`src/rtl/ivt_pkg.sv`:
```
package ivt_pkg;

    typedef enum logic [1:0] {
        TS_HALT = 2'd0,
        TS_RUN  = 2'd1,
        TS_DONE = 2'd2
    } tstate_e;

    typedef struct packed {
        logic       rep;
        logic [2:0] sel;
    } icfg_t;

    localparam int unsigned LONGEST_TICKS = 600;

    // interval length in 10 Hz ticks; 0 means no interval programmed
    function automatic logic [15:0] sel_ticks(input logic [2:0] sel);
        logic [15:0] t;
        case (sel)
            3'd1:    t = 16'd1;
            3'd2:    t = 16'd5;
            3'd3:    t = 16'd10;
            3'd4:    t = 16'd50;
            3'd5:    t = 16'd100;
            3'd6:    t = 16'd300;
            3'd7:    t = 16'd600;
            default: t = 16'd0;
        endcase
        return t;
    endfunction

endpackage

```
`src/rtl/ivt_cfg.sv`:
```
module ivt_cfg
    import ivt_pkg::*;
(
    input  logic       clk,
    input  logic       rst,
    input  logic       cfg_we,
    input  logic [3:0] cfg_wdata,
    output icfg_t      cfg_q,
    output icfg_t      cfg_eff,
    output logic       zero_wr
);
    icfg_t wr_word;

    always_comb begin
        wr_word = icfg_t'(cfg_wdata);
        cfg_eff = cfg_we ? wr_word : cfg_q;
        zero_wr = cfg_we && (wr_word.sel == 3'd0);
    end

    always_ff @(posedge clk) begin
        if (rst)
            cfg_q <= '0;
        else if (cfg_we)
            cfg_q <= wr_word;
    end

    p_cfg_written_r3: assert property (@(posedge clk) disable iff (rst)
        cfg_we |=> (cfg_q == $past(wr_word)));

endmodule

```
`src/rtl/ivt_count.sv`:
```
module ivt_count
    import ivt_pkg::*;
#(
    parameter int unsigned CNT_W = 10
) (
    input  logic       clk,
    input  logic       rst,
    input  logic       tick,
    input  logic       advance,
    input  logic       clear,
    input  logic [2:0] sel,
    output logic       hit,
    output logic       timeout_q
);
    localparam int unsigned EXT_W = CNT_W + 1;

    logic [CNT_W-1:0] cnt_q;
    logic [EXT_W-1:0] lim;
    logic [EXT_W-1:0] cnt_inc;

    always_comb begin
        lim     = EXT_W'(sel_ticks(sel));
        cnt_inc = {1'b0, cnt_q} + EXT_W'(1);
        // >= lets a shortened interval still expire on the next tick
        hit     = advance && tick && (lim != '0) && (cnt_inc >= lim);
    end

    always_ff @(posedge clk) begin
        if (rst) begin
            cnt_q     <= '0;
            timeout_q <= 1'b0;
        end else begin
            timeout_q <= hit;
            if (clear || hit)
                cnt_q <= '0;
            else if (advance && tick)
                cnt_q <= cnt_inc[CNT_W-1:0];
        end
    end

    p_timeout_after_tick_r4: assert property (@(posedge clk) disable iff (rst)
        timeout_q |-> $past(tick));

    p_clear_restarts_r5: assert property (@(posedge clk) disable iff (rst)
        clear |=> !timeout_q);

endmodule

```
`src/rtl/ivt_ctrl.sv`:
```
module ivt_ctrl
    import ivt_pkg::*;
(
    input  logic       clk,
    input  logic       rst,
    input  logic       run_we,
    input  logic       run_halt,
    input  logic       zero_wr,
    input  logic [2:0] eff_sel,
    input  logic       rep,
    input  logic       hit,
    input  logic       flag_clr,
    output logic       advance,
    output logic       clear,
    output logic       halt_q,
    output logic       active,
    output logic       flag_q
);
    tstate_e st_q;
    tstate_e st_d;
    logic    halt_d;
    logic    start_ok;

    always_comb begin
        start_ok = !run_halt && (eff_sel != 3'd0);
        advance  = (st_q == TS_RUN) && !run_we && !zero_wr;
        clear    = run_we || zero_wr;
        active   = (st_q == TS_RUN);
        st_d     = st_q;
        halt_d   = halt_q;
        if (zero_wr) begin
            st_d   = TS_HALT;
            halt_d = 1'b1;
        end else if (run_we) begin
            st_d   = start_ok ? TS_RUN : TS_HALT;
            halt_d = !start_ok;
        end else if (hit) begin
            st_d = rep ? TS_RUN : TS_DONE;
        end
    end

    always_ff @(posedge clk) begin
        if (rst) begin
            st_q   <= TS_HALT;
            halt_q <= 1'b1;
            flag_q <= 1'b0;
        end else begin
            st_q   <= st_d;
            halt_q <= halt_d;
            if (zero_wr)
                flag_q <= 1'b0;
            else if (hit)
                flag_q <= 1'b1;
            else if (flag_clr)
                flag_q <= 1'b0;
        end
    end

    p_zero_sel_halts_r6: assert property (@(posedge clk) disable iff (rst)
        zero_wr |=> (halt_q && !flag_q && !active));

    p_idle_no_hit_r10: assert property (@(posedge clk) disable iff (rst)
        (st_q != TS_RUN) |-> !hit);

    p_oneshot_stops_r7: assert property (@(posedge clk) disable iff (rst)
        (hit && !rep && !run_we && !zero_wr) |=> !active);

endmodule

```
`src/rtl/ivt_timer.sv`:
```
module ivt_timer
    import ivt_pkg::*;
#(
    parameter int unsigned CNT_W = 10
) (
    input  logic       clk,
    input  logic       rst,
    input  logic       tick_10hz,
    input  logic       icfg_we,
    input  logic [3:0] icfg_wdata,
    input  logic       ctl_we,
    input  logic       ctl_halt,
    input  logic       pend_clr,
    output logic       irq_n,
    output logic       irq_pend,
    output logic       timeout_pulse,
    output logic       halt_bit,
    output logic       running
);
    icfg_t cfg_q;
    icfg_t cfg_eff;
    logic  zero_wr;
    logic  hit;
    logic  advance;
    logic  clear;

    ivt_cfg u_cfg (
        .clk       (clk),
        .rst       (rst),
        .cfg_we    (icfg_we),
        .cfg_wdata (icfg_wdata),
        .cfg_q     (cfg_q),
        .cfg_eff   (cfg_eff),
        .zero_wr   (zero_wr)
    );

    ivt_count #(.CNT_W(CNT_W)) u_count (
        .clk       (clk),
        .rst       (rst),
        .tick      (tick_10hz),
        .advance   (advance),
        .clear     (clear),
        .sel       (cfg_q.sel),
        .hit       (hit),
        .timeout_q (timeout_pulse)
    );

    ivt_ctrl u_ctrl (
        .clk      (clk),
        .rst      (rst),
        .run_we   (ctl_we),
        .run_halt (ctl_halt),
        .zero_wr  (zero_wr),
        .eff_sel  (cfg_eff.sel),
        .rep      (cfg_q.rep),
        .hit      (hit),
        .flag_clr (pend_clr),
        .advance  (advance),
        .clear    (clear),
        .halt_q   (halt_bit),
        .active   (running),
        .flag_q   (irq_pend)
    );

    assign irq_n = !irq_pend;

    p_timeout_drives_irq_r9: assert property (@(posedge clk) disable iff (rst)
        timeout_pulse |-> !irq_n);

    p_halted_quiet_r5: assert property (@(posedge clk) disable iff (rst)
        (halt_bit && !running) |=> !timeout_pulse);

endmodule

```
`config.mk`:
```
export PLATFORM = sky130hd
export DESIGN_NAME = ivt_timer
export DESIGN_NICKNAME = d
export VERILOG_FILES = /design/src/rtl/ivt_pkg.sv /design/src/rtl/ivt_cfg.sv /design/src/rtl/ivt_count.sv /design/src/rtl/ivt_ctrl.sv /design/src/rtl/ivt_timer.sv
export SDC_FILE = /design/constraint.sdc
export NUM_CORES = 1
export LEC_CHECK = 0
export ABC_CLOCK_PERIOD_IN_PS = 3400
export BUFFER_PORTS_ARGS = -buffer_cell sky130_fd_sc_hd__buf_2
export CAP_MARGIN = 10
export CORE_ASPECT_RATIO = 1.5
export CORE_MARGIN = 1.5
export CORE_UTILIZATION = 25
export CTS_BUF_LIST = sky130_fd_sc_hd__clkbuf_16
export DETAILED_ROUTE_END_ITERATION = 12
export HOLD_SLACK_MARGIN = 0.06
export PLACE_DENSITY_LB_ADDON = 0.12
export SLEW_MARGIN = 20
export SYNTH_ARGS = -nofsm -noshare
export SYNTH_HDL_FRONTEND = slang
export SYNTH_HIERARCHICAL = 1
export SYNTH_SLANG_ARGS = --single-unit
```
`constraint.sdc`:
```
create_clock -name clk -period 3.4 [get_ports clk]
set_input_delay 0.68 -clock clk [delete_from_list [all_inputs] [get_ports clk]]
set_output_delay 0.68 -clock clk [all_outputs]
set_load 0.02 [all_outputs]
```
# Word level (Yosys, flattened, before mapping)
# Index checks and enable logic that the tools add are counted.
# totals
ff_bits	19
in_bits	11
output_inout_bits	5
word_cells	46
# classes
n_addsub	1
magnitude_cmp	1
eq_ne	8
mux	8
n_reduce_logical	21
# op_table
cell	n
one-hot mux 10 bit (7 select lines)	1
equality test 3 bit, second input constant	4
adder 10 x 1 -> 11 bit, second input constant	1
greater-or-equal comparator 11 x 10 -> 1 bit	1
nonzero test 11 bit	1
logical AND 1 bit	7
equality test 3 x 2 -> 1 bit, second input constant	2
two-way mux 2 bit	3
logical NOT 1 bit	5
nonzero test 2 bit	2
OR reduction 2 bit	2
equality test 3 x 1 -> 1 bit, second input constant	1
logical NOT 3 bit	1
two-way mux 1 bit	3
two-way mux 3 bit	1
nonzero test 3 bit	1
equality test 2 x 1 -> 1 bit, second input constant	1
logical OR 1 bit	2

# Depth between registers and ports, before layout
# depth
word_depth	9
ltp_mapped	12
ltp_nobuf	12

# Modules after synthesis
# The synthesis kept the hierarchy.
# modules_own_cells
module	instances	cells_per_inst	area_each_um2	seq_area_each_um2
ivt_count	1	120	943.4	220.2
ivt_ctrl	1	18	198.9	80.1
ivt_cfg	1	13	170.2	80.1
ivt_timer	1	1	3.8	0.0

# Least setup slack after synthesis
# OpenSTA, ideal clock, no wires.
# synth_path
path_kind	input to register
from	input icfg_we
to	register u_ctrl.st_q[0]
setup_time_ps	116
t_arrival_ps	2835
required_ps	3284
slack_ps	448
path_stages	9
path_buffers	1
path_cell_list	nor4b_1 or2_2 nor3b_1 o311ai_2 a21o_1 buf_2 nand2_1 mux2_2 o211a_1
# synth_between
elab_chain_cells	7
# synth_lines
element	line	text
from (decl)	ivt_timer.sv:9	input logic icfg_we,
logical AND 1 bit	ivt_cfg.sv:17	zero_wr = cfg_we && (wr_word.sel == 3'd0);
logical NOT 1 bit	ivt_ctrl.sv:26	advance = (st_q == TS_RUN) && !run_we && !zero_wr;
logical AND 1 bit	ivt_ctrl.sv:26	
net advance	ivt_timer.sv:24	logic advance;
logical AND 1 bit (3 in a row)	ivt_count.sv:25	hit = advance && tick && (lim != '0) && (cnt_inc >= lim);
net hit	ivt_timer.sv:23	logic hit;
nonzero test 2 bit (no line)	--	
to (signal assigned)	ivt_ctrl.sv:48	st_q <= st_d;
to (decl)	ivt_ctrl.sv:19	tstate_e st_q;
# The timed path passes the listed nets, and every way through them passes these cells.
# A chain may end at the register's enable or synchronous reset.

# Final worst setup path
# layout_path
from	register u_count.cnt_q[0]
to	register u_ctrl.st_q[0]
# layout_between
elab_chain_cells	4
# layout_lines
element	line	text
from (decl)	ivt_count.sv:17	logic [CNT_W-1:0] cnt_q;
from (signal assigned)	ivt_count.sv:37	cnt_q <= cnt_inc[CNT_W-1:0];
adder 10 x 1 -> 11 bit	ivt_count.sv:23	cnt_inc = {1'b0, cnt_q} + EXT_W'(1);
net u_count.cnt_inc[6]	ivt_count.sv:19	logic [EXT_W-1:0] cnt_inc;
greater-or-equal comparator 11 x 10 -> 1 bit	ivt_count.sv:25	
logical AND 1 bit	ivt_count.sv:25	
net hit	ivt_timer.sv:23	
nonzero test 2 bit (no line)	--	
# The timed path passes the listed nets, and every way through them passes these cells.

==> flow_summary.toml <==
[run_status]
outcome = "finished, final reports clean"

[floorplanning]
start_util_pct = 25.68
die_x_um = 62.25
die_area_um2 = 5718
rows = 32
core_area_um2 = 5125
ioPinCount = 16
chipHeight_um = 91.87

[finish]
area.growth.synth_to_final_pct = 17.40
nets = 189
register_area_um2 = 381.6
nFillCells = 597
multiInputGateArea_um2 = 897.1
layout-drive-gt1-share_pct = 22.75
antenna_cells = 0

[setup_path]
slowest_delay_ps = 410
r2r_slack_ps = 270
path_max_fanout = 6
worstPathCellList = "ha_1 -> and4_2 -> nand2_1 -> xnor2_1 -> ha_1 -> and2_0 -> a221oi_1 -> and3_4 -> a211o_2 -> nand2_1 -> mux2_2 -> o211a_1"
end_kind = "flop"
critPathRequiredTime_ps = 3540
r2r-start = "u_count/cnt_q[0]$_SDFFE_PP0P_"
critical_path_arrival_ps = 3270
reg2regPathDepth = 12
r2r-end = "u_ctrl/st_q[0]$_SDFFE_PP0P_"
cp_top_family = "simple AND/OR/NAND/NOR gates"
crit_type = "flop to flop"
worst-path-buf-inv = 0
cp_slowest_cell = "dfxtp_2"
crit_path_start_kind = "flop"

[clock_network]
clockBufferDepth = 2
clk_latency_ps = 250
path_clk_slew_ps = 60
root_buffer = "clkbuf_16"
cts_setup_buffers = 0
cts.sinks = 19
cts_tree = "built"
cts_buffers = 3
cts_resized = 0
ctsHoldBuffers = 0
ctsHtreeMaxLevel = 1

[min_path]
whs_path_depth = 2
hold_class = "flop to flop"
hold_end = "u_ctrl/halt_q$_SDFFE_PP1P_"
holdCritStartpoint = "u_ctrl/halt_q$_SDFFE_PP1P_"

[synth]
synthFlopType = "dfxtp_1"
synth_area_leader_cell = "dfxtp_1"
yosys_warnings = 6
syn_inst = 152
synth_area_leaders = "dfxtp_1 (29%), ha_1 (9.5%), xnor2_1 (7.3%), nand3_1 (6.5%), nor2_1 (5.4%)"
synth_enable_flop_cells = 0
synth_cell_types = 38
syn_nets = 173
async_reset_ff_share_pct = 0
synth_top_area_share_pct = 28.90
ys_seq_area_share_pct = 28.90
syn_avg_cell_area_um2 = 8.660
syn_area_um2 = 1316
synth_seq_cells = 19

[routing]
wirelength_um = 3087
dr.first_iter.drc_count = 11
dr.pass1.iters = 4
wl_per_cell_um = 13.14
dr_total_vias = 1119
routed_via_density = 4.762
postRouteAntennaNets = 0
drc_errors = 0

[timing]
clock-skew-final_ps = 3.394
post-route-period-util_pct = 92.01
hold_viol = 0
holdWs_ps = 496.0
tightest_slew_ps = 579.8
final.setup.tns_ps = 0
slew_headroom_pct = 61.20
fmax_mhz = 319.6
fin_crit_ps = 3128
setup_viol = 0
rsz0062_at_grt = "false"
slew_violations = 0

[pwr]
p_leak_nw = 0.6315
power.density_nw_per_um2 = 349.0
vdd_drop_max_mv = 0.1730
power.total_mw = 0.5392

[grt]
antenna_found_initial = 0
grt_pass1_wl_um = 5223
grt_max_degree = 12
gr-total-overflow = 0
grt_pass1_vias = 1189
grt_usage_pct = 11.67

[job]
drv_cap = 0

[placement]
gp_congestion = 0.7551
dp_hpwl_um = 2508
port_buffers = 15
[flip-flops by register name, summed over array words and instances, names as in the netlist]
register,flops
u_cfg/cfg_q,4
u_count/cnt_q,10
u_count/timeout_q,1
u_ctrl/halt_q,1
u_ctrl/st_q,2
u_ctrl/flag_q,1
[worst register-to-register path, stage by stage, from the launching register on]
cell	delay, ps
dfxtp_2	410
ha_1	260
and4_2	290
nand2_1	80
xnor2_1	140
ha_1	310
and2_0	170
a221oi_1	300
and3_4	270
a211o_2	140
nand2_1	130
mux2_2	300
o211a_1	210
[synth_stat cells (all sizes together) (3+ instances only)]
cell	n
nand3	17
ha	10
nor2	19
nor3	3
dfxtp	19
and4	3
mux2	6
a21oi	4
nand4	4
and2b	3
xnor2	11
o21ai	3
xor2	6
buf	5
nor2b	5
nand2	13
[per-stage QoR]
stage                     utilization [%]  instances  instance area [um^2]  setup WS [ps]
final                               30.15        235                  1545          271.6
after global routing                30.15        235                  1545          111.3
after CTS                           30.13        235                  1544          120.8
after detailed placement            28.56        231                  1464          136.1
after global placement              28.56        231                  1464          150.0
after floorplan                         -        152                  1316          448.4
[layer usage]
metal / GRT usage [%] / vias up / share of wire [%]
met4: 3.889 / 0 / 1.3
li1: - / 563 / -
met3: 1.595 / 5 / 3.3
met1: 10.63 / 528 / 37
met5: 0 / - / 0
met2: 25.27 / 23 / 58
[where the power goes]
part | internal (mW) | leakage [nW] | total (mW) | switching (mW)
Sequential | 0.228 | 0.155 | 0.236 | 0.00831
Clock | 0.158 | 0.0409 | 0.249 | 0.0906
Combinational | 0.0251 | 0.436 | 0.0547 | 0.0296
[cell usage in the layout (no fill, tap or decap), types with 2 or more instances in the layout]
master     Yosys  routed
nor2_1        19      19
dfxtp_1       19      18
nand3_1       17      17
buf_2          4      15
nand2_1       13      13
xnor2_1       11      11
ha_1          10      10
mux2_2         6       6
xor2_1         6       6
nand4_1        4       4
a21oi_1        4       4
nor2b_1        4       4
clkbuf_16      0       3
and2b_1        3       3
o21ai_0        3       3
nor3_1         3       3
buf_4          1       3
and4_2         2       2
a21o_1         2       2
[area by class of cell]
| cell class | count | share of cell area, % |
|---|---|---|
| clock buffer | 3 | 4.858 |
| timing repair buffer | 18 | 6.316 |
| sequential | 19 | 24.70 |
| clock inverter | 1 | 0.3239 |
| inverter | 1 | 0.2429 |
| multi-input combinational | 125 | 58.06 |
| tap | 68 | 5.506 |
[cells by family after synthesis]
family	count (synthesis)	synth area share [%]
mux	6	5.133
simple gates	75	30.23
buf+inv	8	2.947
compound gates	17	11.98
xor+xnor	17	11.31
flops	19	28.90
fa+ha+maj	10	9.506
[worst max path at each step]
stage	slack (ps)	cells past startpoint	end	startpoint
3_5_place_dp	140	12	u_ctrl/st_q[0]$_SDFFE_PP0P_	u_count/cnt_q[0]$_SDFFE_PP0P_
2_1_floorplan	450	9	u_ctrl/st_q[0]$_SDFFE_PP0P_	icfg_we
5_1_grt	110	12	u_ctrl/st_q[0]$_SDFFE_PP0P_	u_count/cnt_q[0]$_SDFFE_PP0P_
3_3_place_gp	150	12	u_ctrl/st_q[0]$_SDFFE_PP0P_	u_count/cnt_q[0]$_SDFFE_PP0P_
6_report	270	12	u_ctrl/st_q[0]$_SDFFE_PP0P_	u_count/cnt_q[0]$_SDFFE_PP0P_
4_1_cts	120	12	u_ctrl/st_q[0]$_SDFFE_PP0P_	u_count/cnt_q[0]$_SDFFE_PP0P_
Power figures use the tool's default switching activity.
